$ cat src/rtl/xlat_pkg.sv
// Package: shared types and page-size geometry for the table walker.
// Assumes size index 0 is the smallest page; each larger index doubles the page.
package xlat_pkg;

    // Walk phases of the controller.
    typedef enum logic [1:0] {
        WS_IDLE = 2'd0,
        WS_LVL1 = 2'd1,
        WS_LVL2 = 2'd2,
        WS_FIN  = 2'd3
    } walk_st_e;

    // Number of selectable minimum page sizes.
    localparam int NUM_PG_SIZES = 2;

    // Page offset width for a given size index (12 = 4 KB).
    function automatic int pg_shift(input int idx);
        return 12 + idx;
    endfunction

    // Second-level index width for a given size index.
    function automatic int l2_idx_bits(input int idx);
        return 10 + idx;
    endfunction

endpackage

$ cat src/rtl/xlat_addr_gen.sv
// Module: address formation for a single page-size variant.
// Forms the first-level entry address, the second-level entry address and the
// final physical address with pure combinational logic. Entries are
// 2**ENT_SHIFT bytes wide, and the first-level table is aligned to 2**TBL_ALIGN bytes.
module xlat_addr_gen #(
    parameter int AW        = 32,
    parameter int PG_SHIFT  = 12,
    parameter int L2_BITS   = 10,
    parameter int TBL_ALIGN = 12,
    parameter int ENT_SHIFT = 2
) (
    input  logic [AW-1:0] va,
    input  logic [AW-1:0] tbl_base,
    input  logic [AW-1:0] l1_entry,
    input  logic [AW-1:0] l2_entry,
    output logic [AW-1:0] l1_addr,
    output logic [AW-1:0] l2_addr,
    output logic [AW-1:0] pa
);
    localparam int          L1_LSB   = PG_SHIFT + L2_BITS;
    localparam logic [AW-1:0] PG_MASK  = (AW'(1) << PG_SHIFT) - AW'(1);
    localparam logic [AW-1:0] TBL_MASK = (AW'(1) << TBL_ALIGN) - AW'(1);
    localparam logic [AW-1:0] IDX_MASK = (AW'(1) << L2_BITS) - AW'(1);

    // First level: aligned base plus the upper VA field as an entry index.
    assign l1_addr = (tbl_base & ~TBL_MASK) | ((va >> L1_LSB) << ENT_SHIFT);

    // Second level: page-aligned table pointer plus the middle VA field.
    assign l2_addr = (l1_entry & ~PG_MASK) | (((va >> PG_SHIFT) & IDX_MASK) << ENT_SHIFT);

    // Physical address: frame number from the leaf entry plus the page offset.
    assign pa = (l2_entry & ~PG_MASK) | (va & PG_MASK);

endmodule

$ cat src/rtl/xlat_addr_sel.sv
// Module: builds one address generator per page size and selects one.
// Assumes size_sel is below NUM_SZ; any larger value falls back to index 0.
module xlat_addr_sel #(
    parameter int AW     = 32,
    parameter int NUM_SZ = xlat_pkg::NUM_PG_SIZES,
    parameter int SZ_W   = (NUM_SZ > 1) ? $clog2(NUM_SZ) : 1
) (
    input  logic [SZ_W-1:0] size_sel,
    input  logic [AW-1:0]   va,
    input  logic [AW-1:0]   tbl_base,
    input  logic [AW-1:0]   l1_entry,
    input  logic [AW-1:0]   l2_entry,
    output logic [AW-1:0]   l1_addr,
    output logic [AW-1:0]   l2_addr,
    output logic [AW-1:0]   pa
);
    logic [AW-1:0] l1_v [NUM_SZ];
    logic [AW-1:0] l2_v [NUM_SZ];
    logic [AW-1:0] pa_v [NUM_SZ];

    for (genvar g = 0; g < NUM_SZ; g++) begin : g_size
        xlat_addr_gen #(
            .AW        (AW),
            .PG_SHIFT  (xlat_pkg::pg_shift(g)),
            .L2_BITS   (xlat_pkg::l2_idx_bits(g)),
            .TBL_ALIGN (12),
            .ENT_SHIFT (2)
        ) u_gen (
            .va       (va),
            .tbl_base (tbl_base),
            .l1_entry (l1_entry),
            .l2_entry (l2_entry),
            .l1_addr  (l1_v[g]),
            .l2_addr  (l2_v[g]),
            .pa       (pa_v[g])
        );
    end

    // Pick the variant that matches the latched page size.
    always_comb begin
        l1_addr = l1_v[0];
        l2_addr = l2_v[0];
        pa      = pa_v[0];
        for (int i = 1; i < NUM_SZ; i++) begin
            if (int'(size_sel) == i) begin
                l1_addr = l1_v[i];
                l2_addr = l2_v[i];
                pa      = pa_v[i];
            end
        end
    end

endmodule

$ cat src/rtl/xlat_walk_ctl.sv
// Module: walk sequencer. Accepts one request when idle and latches its inputs.
// Issues the level-1 read and then the level-2 read, with one read outstanding
// at a time, and reports the result with a one-cycle done pulse.
// Assumes mem_rd_dvalid comes at least one cycle after the matching mem_rd_ack.
module xlat_walk_ctl #(
    parameter int AW   = 32,
    parameter int SZ_W = 1
) (
    input  logic            clk,
    input  logic            rst_n,
    input  logic            req_valid,
    output logic            req_ready,
    input  logic [AW-1:0]   req_vaddr,
    input  logic [SZ_W-1:0] cfg_size,
    input  logic [AW-1:0]   cfg_base,
    output logic            mem_rd_req,
    output logic [AW-1:0]   mem_rd_addr,
    input  logic            mem_rd_ack,
    input  logic            mem_rd_dvalid,
    input  logic [AW-1:0]   mem_rd_data,
    output logic            done,
    output logic            fault,
    output logic [AW-1:0]   paddr,
    output logic [AW-1:0]   va_q,
    output logic [AW-1:0]   base_q,
    output logic [AW-1:0]   l1e_q,
    output logic [SZ_W-1:0] size_q,
    input  logic [AW-1:0]   l1_addr,
    input  logic [AW-1:0]   l2_addr,
    input  logic [AW-1:0]   pa_calc
);
    import xlat_pkg::*;

    walk_st_e      st_q;
    logic          pend_q;
    logic          fault_q;
    logic [AW-1:0] paddr_q;

    // Sequencer state, latched request fields and the result registers.
    always_ff @(posedge clk) begin
        if (!rst_n) begin
            st_q    <= WS_IDLE;
            pend_q  <= 1'b0;
            fault_q <= 1'b0;
            paddr_q <= '0;
            va_q    <= '0;
            base_q  <= '0;
            l1e_q   <= '0;
            size_q  <= '0;
        end else begin
            unique case (st_q)
                WS_IDLE: begin
                    fault_q <= 1'b0;
                    pend_q  <= 1'b0;
                    if (req_valid) begin
                        va_q    <= req_vaddr;
                        base_q  <= cfg_base;
                        size_q  <= cfg_size;
                        paddr_q <= '0;
                        st_q    <= WS_LVL1;
                    end
                end
                WS_LVL1: begin
                    if (!pend_q && mem_rd_ack) begin
                        pend_q <= 1'b1;
                    end else if (pend_q && mem_rd_dvalid) begin
                        pend_q <= 1'b0;
                        if (mem_rd_data[0]) begin
                            fault_q <= 1'b1;
                            st_q    <= WS_FIN;
                        end else begin
                            l1e_q <= mem_rd_data;
                            st_q  <= WS_LVL2;
                        end
                    end
                end
                WS_LVL2: begin
                    if (!pend_q && mem_rd_ack) begin
                        pend_q <= 1'b1;
                    end else if (pend_q && mem_rd_dvalid) begin
                        pend_q <= 1'b0;
                        st_q   <= WS_FIN;
                        if (!mem_rd_data[0]) begin
                            fault_q <= 1'b1;
                        end else begin
                            paddr_q <= pa_calc;
                        end
                    end
                end
                WS_FIN: begin
                    st_q <= WS_IDLE;
                end
                default: st_q <= WS_IDLE;
            endcase
        end
    end

    // Port outputs decoded from the phase; the address is zero when no read is requested.
    always_comb begin
        req_ready   = (st_q == WS_IDLE);
        mem_rd_req  = ((st_q == WS_LVL1) || (st_q == WS_LVL2)) && !pend_q;
        mem_rd_addr = '0;
        if (mem_rd_req) begin
            mem_rd_addr = (st_q == WS_LVL2) ? l2_addr : l1_addr;
        end
        done  = (st_q == WS_FIN);
        fault = done && fault_q;
        paddr = paddr_q;
    end

endmodule

$ cat src/rtl/xlat_walker.sv
// Module: top of the two-level page table walker.
// Connects the walk sequencer to the page-size address generators. The
// second-level entry goes straight from the read data to the physical address
// logic, so no register holds it.
module xlat_walker #(
    parameter int AW     = 32,
    parameter int NUM_SZ = xlat_pkg::NUM_PG_SIZES
) (
    input  logic          clk,
    input  logic          rst_n,
    input  logic          req_valid,
    output logic          req_ready,
    input  logic [AW-1:0] req_vaddr,
    input  logic          cfg_page_8k,
    input  logic [AW-1:0] cfg_tbl_base,
    output logic          mem_rd_req,
    output logic [AW-1:0] mem_rd_addr,
    input  logic          mem_rd_ack,
    input  logic          mem_rd_dvalid,
    input  logic [AW-1:0] mem_rd_data,
    output logic          done,
    output logic          fault,
    output logic [AW-1:0] paddr
);
    localparam int SZ_W = (NUM_SZ > 1) ? $clog2(NUM_SZ) : 1;

    logic [AW-1:0]   va_q, base_q, l1e_q;
    logic [SZ_W-1:0] size_q;
    logic [AW-1:0]   l1_addr, l2_addr, pa_calc;
    logic [SZ_W-1:0] cfg_size;

    assign cfg_size = SZ_W'(cfg_page_8k);

    xlat_walk_ctl #(.AW(AW), .SZ_W(SZ_W)) u_ctl (
        .clk           (clk),
        .rst_n         (rst_n),
        .req_valid     (req_valid),
        .req_ready     (req_ready),
        .req_vaddr     (req_vaddr),
        .cfg_size      (cfg_size),
        .cfg_base      (cfg_tbl_base),
        .mem_rd_req    (mem_rd_req),
        .mem_rd_addr   (mem_rd_addr),
        .mem_rd_ack    (mem_rd_ack),
        .mem_rd_dvalid (mem_rd_dvalid),
        .mem_rd_data   (mem_rd_data),
        .done          (done),
        .fault         (fault),
        .paddr         (paddr),
        .va_q          (va_q),
        .base_q        (base_q),
        .l1e_q         (l1e_q),
        .size_q        (size_q),
        .l1_addr       (l1_addr),
        .l2_addr       (l2_addr),
        .pa_calc       (pa_calc)
    );

    xlat_addr_sel #(.AW(AW), .NUM_SZ(NUM_SZ), .SZ_W(SZ_W)) u_sel (
        .size_sel (size_q),
        .va       (va_q),
        .tbl_base (base_q),
        .l1_entry (l1e_q),
        .l2_entry (mem_rd_data),
        .l1_addr  (l1_addr),
        .l2_addr  (l2_addr),
        .pa       (pa_calc)
    );

endmodule

$ cat config.mk
export PLATFORM = sky130hd
export DESIGN_NAME = xlat_walker
export DESIGN_NICKNAME = d
export VERILOG_FILES = /design/src/rtl/xlat_pkg.sv /design/src/rtl/xlat_addr_gen.sv /design/src/rtl/xlat_addr_sel.sv /design/src/rtl/xlat_walk_ctl.sv /design/src/rtl/xlat_walker.sv
export SDC_FILE = /design/constraint.sdc
export NUM_CORES = 1
export LEC_CHECK = 0
export CAP_MARGIN = 10
export CORE_ASPECT_RATIO = 1.1
export CORE_MARGIN = 2
export CORE_UTILIZATION = 50
export DETAILED_ROUTE_END_ITERATION = 8
export DONT_BUFFER_PORTS = 1
export PLACE_DENSITY = 0.76
export SLEW_MARGIN = 10
export SYNTH_ARGS = -nofsm -noshare
export SYNTH_HDL_FRONTEND = slang
export SYNTH_SLANG_ARGS = --single-unit
$ cat constraint.sdc
create_clock -name clk -period 1.6 [get_ports clk]
set_input_delay 0 -clock clk [delete_from_list [all_inputs] [get_ports clk]]
set_output_delay 0 -clock clk [all_outputs]
set_load 0.01 [all_outputs]
==> results.md, run 1 <==
- Max-Cap Viols: 0
- DIE WIDTH: 98.8 um
- Num rows: 38
- Clock slew at reported path FFs: 0.11 ns
- Core area: 9750 sq um
- Port bufs: 0
- N_diodes: 0
- Worst setup margin: -0.272 ns
- Period utilisation layout: 117%
- FF+latch count, synth: 109
- Clock Tree Root: clkbuf_8
- Largest family of logic cells by synthesized area: simple AND/OR/NAND/NOR gates
- Layout cells sized above 1: 27.8%
- Synth cell types: 38
- Most frequent cell after synthesis: nand2_1
- Synth area leader: dfxtp_1
- Largest net degree at the start of global routing: 54
- Final min period: 1.87 ns
- Vias post-DR: 4530
- Grt ovf: 0
- Avg Inst Size Synth: 8.45 sq um
- Post-synth EDFFs: 0
- WL/cell: 18.2 um
- Critical path type: register to register
- Setup WS pre-CTS: -0.0417 ns
- Synth warn: 0
- Worst Hold Slack: 0.0231 ns
- Worst-case vdd ir drop: 0.000820 V
- Clk Latency, worst-skew pair: 0.37 ns
- Unrepaired setup endpoints after global routing: true
- Number of global-route vias before repair: 4433
- Setup violations, final: 65
- # DRC: 0
- Cell Area, Synth: 4940 sq um
- Post-synthesis sequential area ratio: 44.1%
- Crit Path Max Fanout: 8
- Leak: 2.42 nW
- Initial drt markers: 192
- Total track usage: 26.0%
- H-tree depth: 3
- Critical Path AT: 2.13 ns
- Post-synthesis xor/xnor area fraction: 0%
- Post-synthesis mux area share: 8.10%
- Ports: 170
- Non-Filler Instances: 817
- Post-synthesis simple-gate area fraction: 24.8%
- CTS tree: done
- Die Ht: 108 um
- Global placement routability congestion: 0.812
- Fmax: 534 MHz
- Final setup skew: 0.0126 ns
- Ranking of synthesized cells by area: dfxtp_1 (44%), nand2_1 (14%), a21oi_1 (8.8%), nand3_2 (6.1%), mux2i_1 (4.5%)
- Compound-Gate Fraction of Synth Area: 15.3%
- Primary FF master, synth: dfxtp_1
- Placed inst area: 5320 sq um
- Status: complete, but fails checks
- Pins over their slew limit: 0
- CP Capture Type: register
- Flop2flop setup slack: -0.27 ns
- Cells after synthesis: 585
- Adder-cell share of the synthesized area: 2.02%
- CP Launch Type: register
- Clock tree buffer depth: 2
- Ys async rst share: 0%
- Sink Count: 109
- Die area: 10700 sq um
- Failing checks: negative setup slack
- Critical Path RT: 1.85 ns
- Detailed placer's ending HPWL: 8570 um
- Top cells by count, synth: nand2_1 (183), dfxtp_1 (109), a21oi_1 (87), nand3_2 (30), nor2_1 (23)
- CTS Buf Count: 9
- Hold Crit Class: input pin to register
- Post-DRT Antenna Nets: 0
- Pwr Density: 1530 nW/um^2
- Starting Density: 50.7%
- First-pass GRT wire length: 22000 um
- Post-route design area: 6970 sq um
- DR vias/cell: 5.54
- Placed instance count: 705
- Layout Nets: 803
- Final Hold Violating Endpoints: 0
- First-pass DRT Iterations: 4
- WL final: 14900 um
- Initial antenna violation count: 0
- Yosys top cell area share: 44.1%
- P&R area growth vs syn: 40.9%
==> cells in the final DEF, fill, tap and decap left out, drive strengths merged, types with 2 or more instances in the layout <==
cell type,instances
nand2b,3
nor2b,10
dfxtp,109
dlygate4sd3,77
clkbuf,12
buf,62
nand2,183
ha,8
clkinvlp,2
nor2,23
mux2,2
bufbuf,2
nand3,34
o21ai,2
and2,2
a21oi,109
conb,2
inv,5
bufinv,3
a211oi,5
mux2i,22
mux4,7
==> final cells by class <==
cell class                 count  area [sq um]
fill                         685          2780
multi-input combinational    424          2740
sequential                   109          2190
timing repair buffer         144          1630
tap                          120           150
clock buffer                   9           124
clock inverter                 6           111
inverter                       5          25.0
==> through the flow <==
stage / setup TNS [ns] / power, mW / util, %
floorplan: 0 / 5.62 / -
global placement: 0 / 6.57 / 54.6
detailed placement: -0.678 / 6.66 / 54.6
CTS: -10.11 / 9.98 / 68.9
global route: -17.19 / 11.2 / 71.5
finish: -13.64 / 10.7 / 71.5
==> final timing paths <==
kind	start	to	depth (start not counted)
setup / recovery	u_ctl.st_q[0]$_SDFFE_PN0P_	u_ctl.paddr[1]$_SDFFE_PN0P_	9
hold / removal	req_valid	u_ctl.base_q[30]$_SDFFE_PN0P_	4
setup reg to reg	u_ctl.st_q[0]$_SDFFE_PN0P_	u_ctl.paddr[1]$_SDFFE_PN0P_	9
hold reg to reg	u_ctl.l1e_q[12]$_SDFFE_PN0P_	u_ctl.l1e_q[12]$_SDFFE_PN0P_	2
==> sequential cells by signal, summed over array words and instances, names as in the netlist <==
name,count
u_ctl.fault_q,1
u_ctl.paddr,32
u_ctl.l1e_q,20
u_ctl.st_q,2
u_ctl.size_q,1
u_ctl.base_q,20
u_ctl.pend_q,1
u_ctl.va_q,32
==> report_power, final <==
part	leakage (nW)	internal [mW]	switching, mW
sequential	0.888	3.03	0.252
combinational	1.42	2.66	2.78
clock	0.116	1.03	0.926
==> kinds of logic (layout without fill, tap and decap cells) <==
logic type	count (synthesis)	after routing
buffers and inverters	53	164
AND/OR/NAND/NOR	259	259
flip-flops	109	109
AO/OA/AOI/OAI	124	124
multiplexers	31	31
adder cells (fa/ha/maj)	8	8
other	1	2
==> metal layers <==
layer / up-vias / GRT usage [%] / routed length [um]
met2: 144 / 46.2 / 7910
met5: - / 0 / 0
met3: 19 / 6.33 / 790
li1: 2164 / - / -
met1: 2203 / 30.1 / 5900
met4: 0 / 9.98 / 266
==> what timing repair did <==
item	in CTS	in global routing
hold buffers	77	0
pin swaps	12	5
cloned	4	3
endpoints found under the hold margin	99	0
gates resized for setup	53	36
buffers inserted	9	5
setup endpoints to repair	66	133
==> worst max-delay path, stage by stage, from the launching register on <==
cell and delay [ns]:
dfxtp_4 0.38, clkinvlp_4 0.14, ha_4 0.20, buf_4 0.18
and4_4 0.19, o21a_4 0.24, buf_4 0.14, buf_12 0.14
nand3_1 0.08, a21oi_1 0.06
No activity file was read; power rests on OpenSTA's default activity.
==> inputs of run 2 (changes only) <==
--- a/config.mk
+++ b/config.mk
@@ -12,6 +12,7 @@
 export DETAILED_ROUTE_END_ITERATION = 8
 export DONT_BUFFER_PORTS = 1
 export PLACE_DENSITY = 0.76
+export SKIP_CTS_REPAIR_TIMING = 1
 export SLEW_MARGIN = 10
 export SYNTH_ARGS = -nofsm -noshare
 export SYNTH_HDL_FRONTEND = slang
==> results.md, run 2 (synthesis results as in run 1) <==
- Status: complete, but fails checks
- Failing checks: negative hold slack, negative setup slack
- Final min period: 1.89 ns (+0.0191 ns)
- Initial antenna violation count: 0 (unchanged)
- Setup violations, final: 64 (-1.5%)
- Met2 global-route usage: 35.3% (-11 points)
- Setup WS pre-CTS: -0.0417 ns (unchanged)
- P&R area growth vs syn: 40.2%
- Slowest cell on crit path: dfxtp_4
- CP Launch Type: register
- Flop2flop setup slack: -0.12 ns (+0.15 ns)
- Placed instance count: 705 (unchanged)
- Reg2reg path depth: 7 (-2)
- Critical path type: register to output pin
- Core area: 9750 sq um (unchanged)
- Min-Delay Path Depth: 3 (-1)
- Hold Crit Class: input pin to register
- Final core utilization: 71.1% (-0.37 points)
- Pwr Density: 1470 nW/um^2 (-4.1%)
- Detailed placer's ending HPWL: 8570 um (unchanged)
- Crit path launch: u_ctl.st_q[0]$_SDFFE_PN0P_
- Layout cells sized above 1: 29.1% (+1.3 points)
- DR vias/cell: 5.53 (-0.32%)
- Crit Path Max Fanout: 16 (+8)
- Grt ovf: 0 (unchanged)
- Hold_sp: mem_rd_ack
- Max-Cap Viols: 0 (unchanged)
- Placed inst area: 5320 sq um (unchanged)
- Commonest cells after routing, fill and taps aside: nand2_1 (181), dfxtp_1 (107), a21oi_1 (78)
- Final Hold Violating Endpoints: 1 (+1)
- Most common library cell in the layout ignoring fill and taps: nand2_1
- Num rows: 38 (unchanged)
- Leak: 2.42 nW (-0.30%)
- Pins over their slew limit: 0 (unchanged)
- Worst r2r src: u_ctl.st_q[0]$_SDFFE_PN0P_
- Unrepaired setup endpoints after global routing: true
- R2r endpoint: u_ctl.st_q[0]$_SDFFE_PN0P_
- Clock tree buffer depth: 2 (unchanged)
- Met1 GRT Util: 26.2% (-3.9 points)
- Initial drt markers: 199 (+3.6%)
- Post-route design area: 6930 sq um (-0.52%)
- Global placement routability congestion: 0.812 (unchanged)
- Critical Path AT: 1.89 ns (-0.24 ns)
- CTS tree: done
- First-pass GRT wire length: 18200 um (-17%)
- Final setup skew: 0.0105 ns (-0.00208 ns)
- H-tree depth: 3 (unchanged)
- Slowest cell delay on critical path: 0.42 ns (+0.04 ns)
- Crit path cell chain: inv_4 > ha_4 > nand2b_4 > buf_12 > a311oi_2 > buf_4
- Period utilisation layout: 118% (+1.2 points)
- Starting Density: 50.7% (unchanged)
- WL/cell: 17.5 um (-3.5%)
- Crit-path leading delay family: flip-flops
- Post-DRT Antenna Nets: 0 (unchanged)
- CP Capture Type: output pin
- # DRC: 0 (unchanged)
- Sink Count: 109 (unchanged)
- Die area: 10700 sq um (unchanged)
- CTS Buf Count: 9 (unchanged)
- Total track usage: 21.4% (-4.5 points)
- Worst Hold Slack: -0.0116 ns (-0.0347 ns)
- Port bufs: 0 (unchanged)
- Layer with the highest usage: met2
- N_diodes: 0 (unchanged)
- CP bufs+invs: 3 (-1)
- Clock slew at reported path FFs: 0.10 ns (about the same)
- Vias post-DR: 4532 (+0.044%)
- Fmax: 529 MHz (-1.0%)
- Worst setup margin: -0.291 ns (-0.0191 ns)
- Layout Nets: 806 (+0.37%)
- Ports: 170 (unchanged)
- Non-Filler Instances: 820 (+0.37%)
- Clk Latency, worst-skew pair: 0.37 ns (about the same)
- Met3 usage: 7.30% (+0.97 points)
- Critical Path RT: 1.60 ns (-0.25 ns)
- WL final: 14400 um (-3.2%)
- Worst Hold End: u_ctl.pend_q$_SDFFE_PN0P_
- First-pass DRT Iterations: 5 (+1)
- Number of global-route vias before repair: 3711 (-16%)
- Die Ht: 108 um (unchanged)
- DIE WIDTH: 98.8 um (unchanged)
- Worst-case vdd ir drop: 0.000808 V (-1.6%)
- Largest net degree at the start of global routing: 54 (unchanged)
- Clock Tree Root: clkbuf_8
run 2: cell count changes in the layout (fill, tap and decap cells not counted), moves of 5 or more:
cell     before  now
nor2_4        6    1
buf_6        19   12
nor2_1        6   12
buf_4        29   42
a21oi_2      24   31
a21oi_1      85   78
run 2: per-layer routing:
metal | up-vias | part of all wire, % | routed length, um
met2 | 178 | 51 | 7370
met5 | - | 0 | 0
met1 | 2155 | 40 | 5790
met4 | 0 | 2.5 | 362
li1 | 2168 | - | -
met3 | 31 | 6.0 | 868
run 2: power by group:
group	switching [mW]	internal [mW]	total, mW
clock network	0.923	1.03	1.96
logic	2.59	2.34	4.93
registers	0.273	3.03	3.30
total	3.78	6.40	10.2
run 2: through the flow:
| step | total power [mW] | TNS [ns] |
|---|---|---|
| 3_5_place_dp | 6.66 | -0.678 |
| 2_1_floorplan | 5.62 | 0 |
| 4_1_cts | 8.60 | -10.0 |
| 3_3_place_gp | 6.57 | 0 |
| 5_1_grt | 10.7 | -11.07 |
| 6_report | 10.2 | -6.45 |
run 2: final cells by class:
class / count / area [sq um]
fill: 680 / 2820
multi-input combinational: 424 / 2750
sequential: 109 / 2190
timing repair buffer: 147 / 1580
tap: 120 / 150
clock buffer: 9 / 124
clock inverter: 6 / 111
inverter: 5 / 28.8
run 2: worst min-delay path, cell delays in order:
cell     delay [ns]
nor3b_1        0.11
o21ai_0        0.14
a21oi_1        0.06
run 2: how the worst max path moves through the flow:
stage	to	depth (start not counted)
finish	mem_rd_addr[9]	6
global route	mem_rd_addr[9]	7
CTS	mem_rd_addr[9]	7
detailed placement	u_ctl.paddr[27]$_SDFFE_PN0P_	7
global placement	u_ctl.paddr[0]$_SDFFE_PN0P_	7
floorplan	u_ctl.st_q[0]$_SDFFE_PN0P_	7
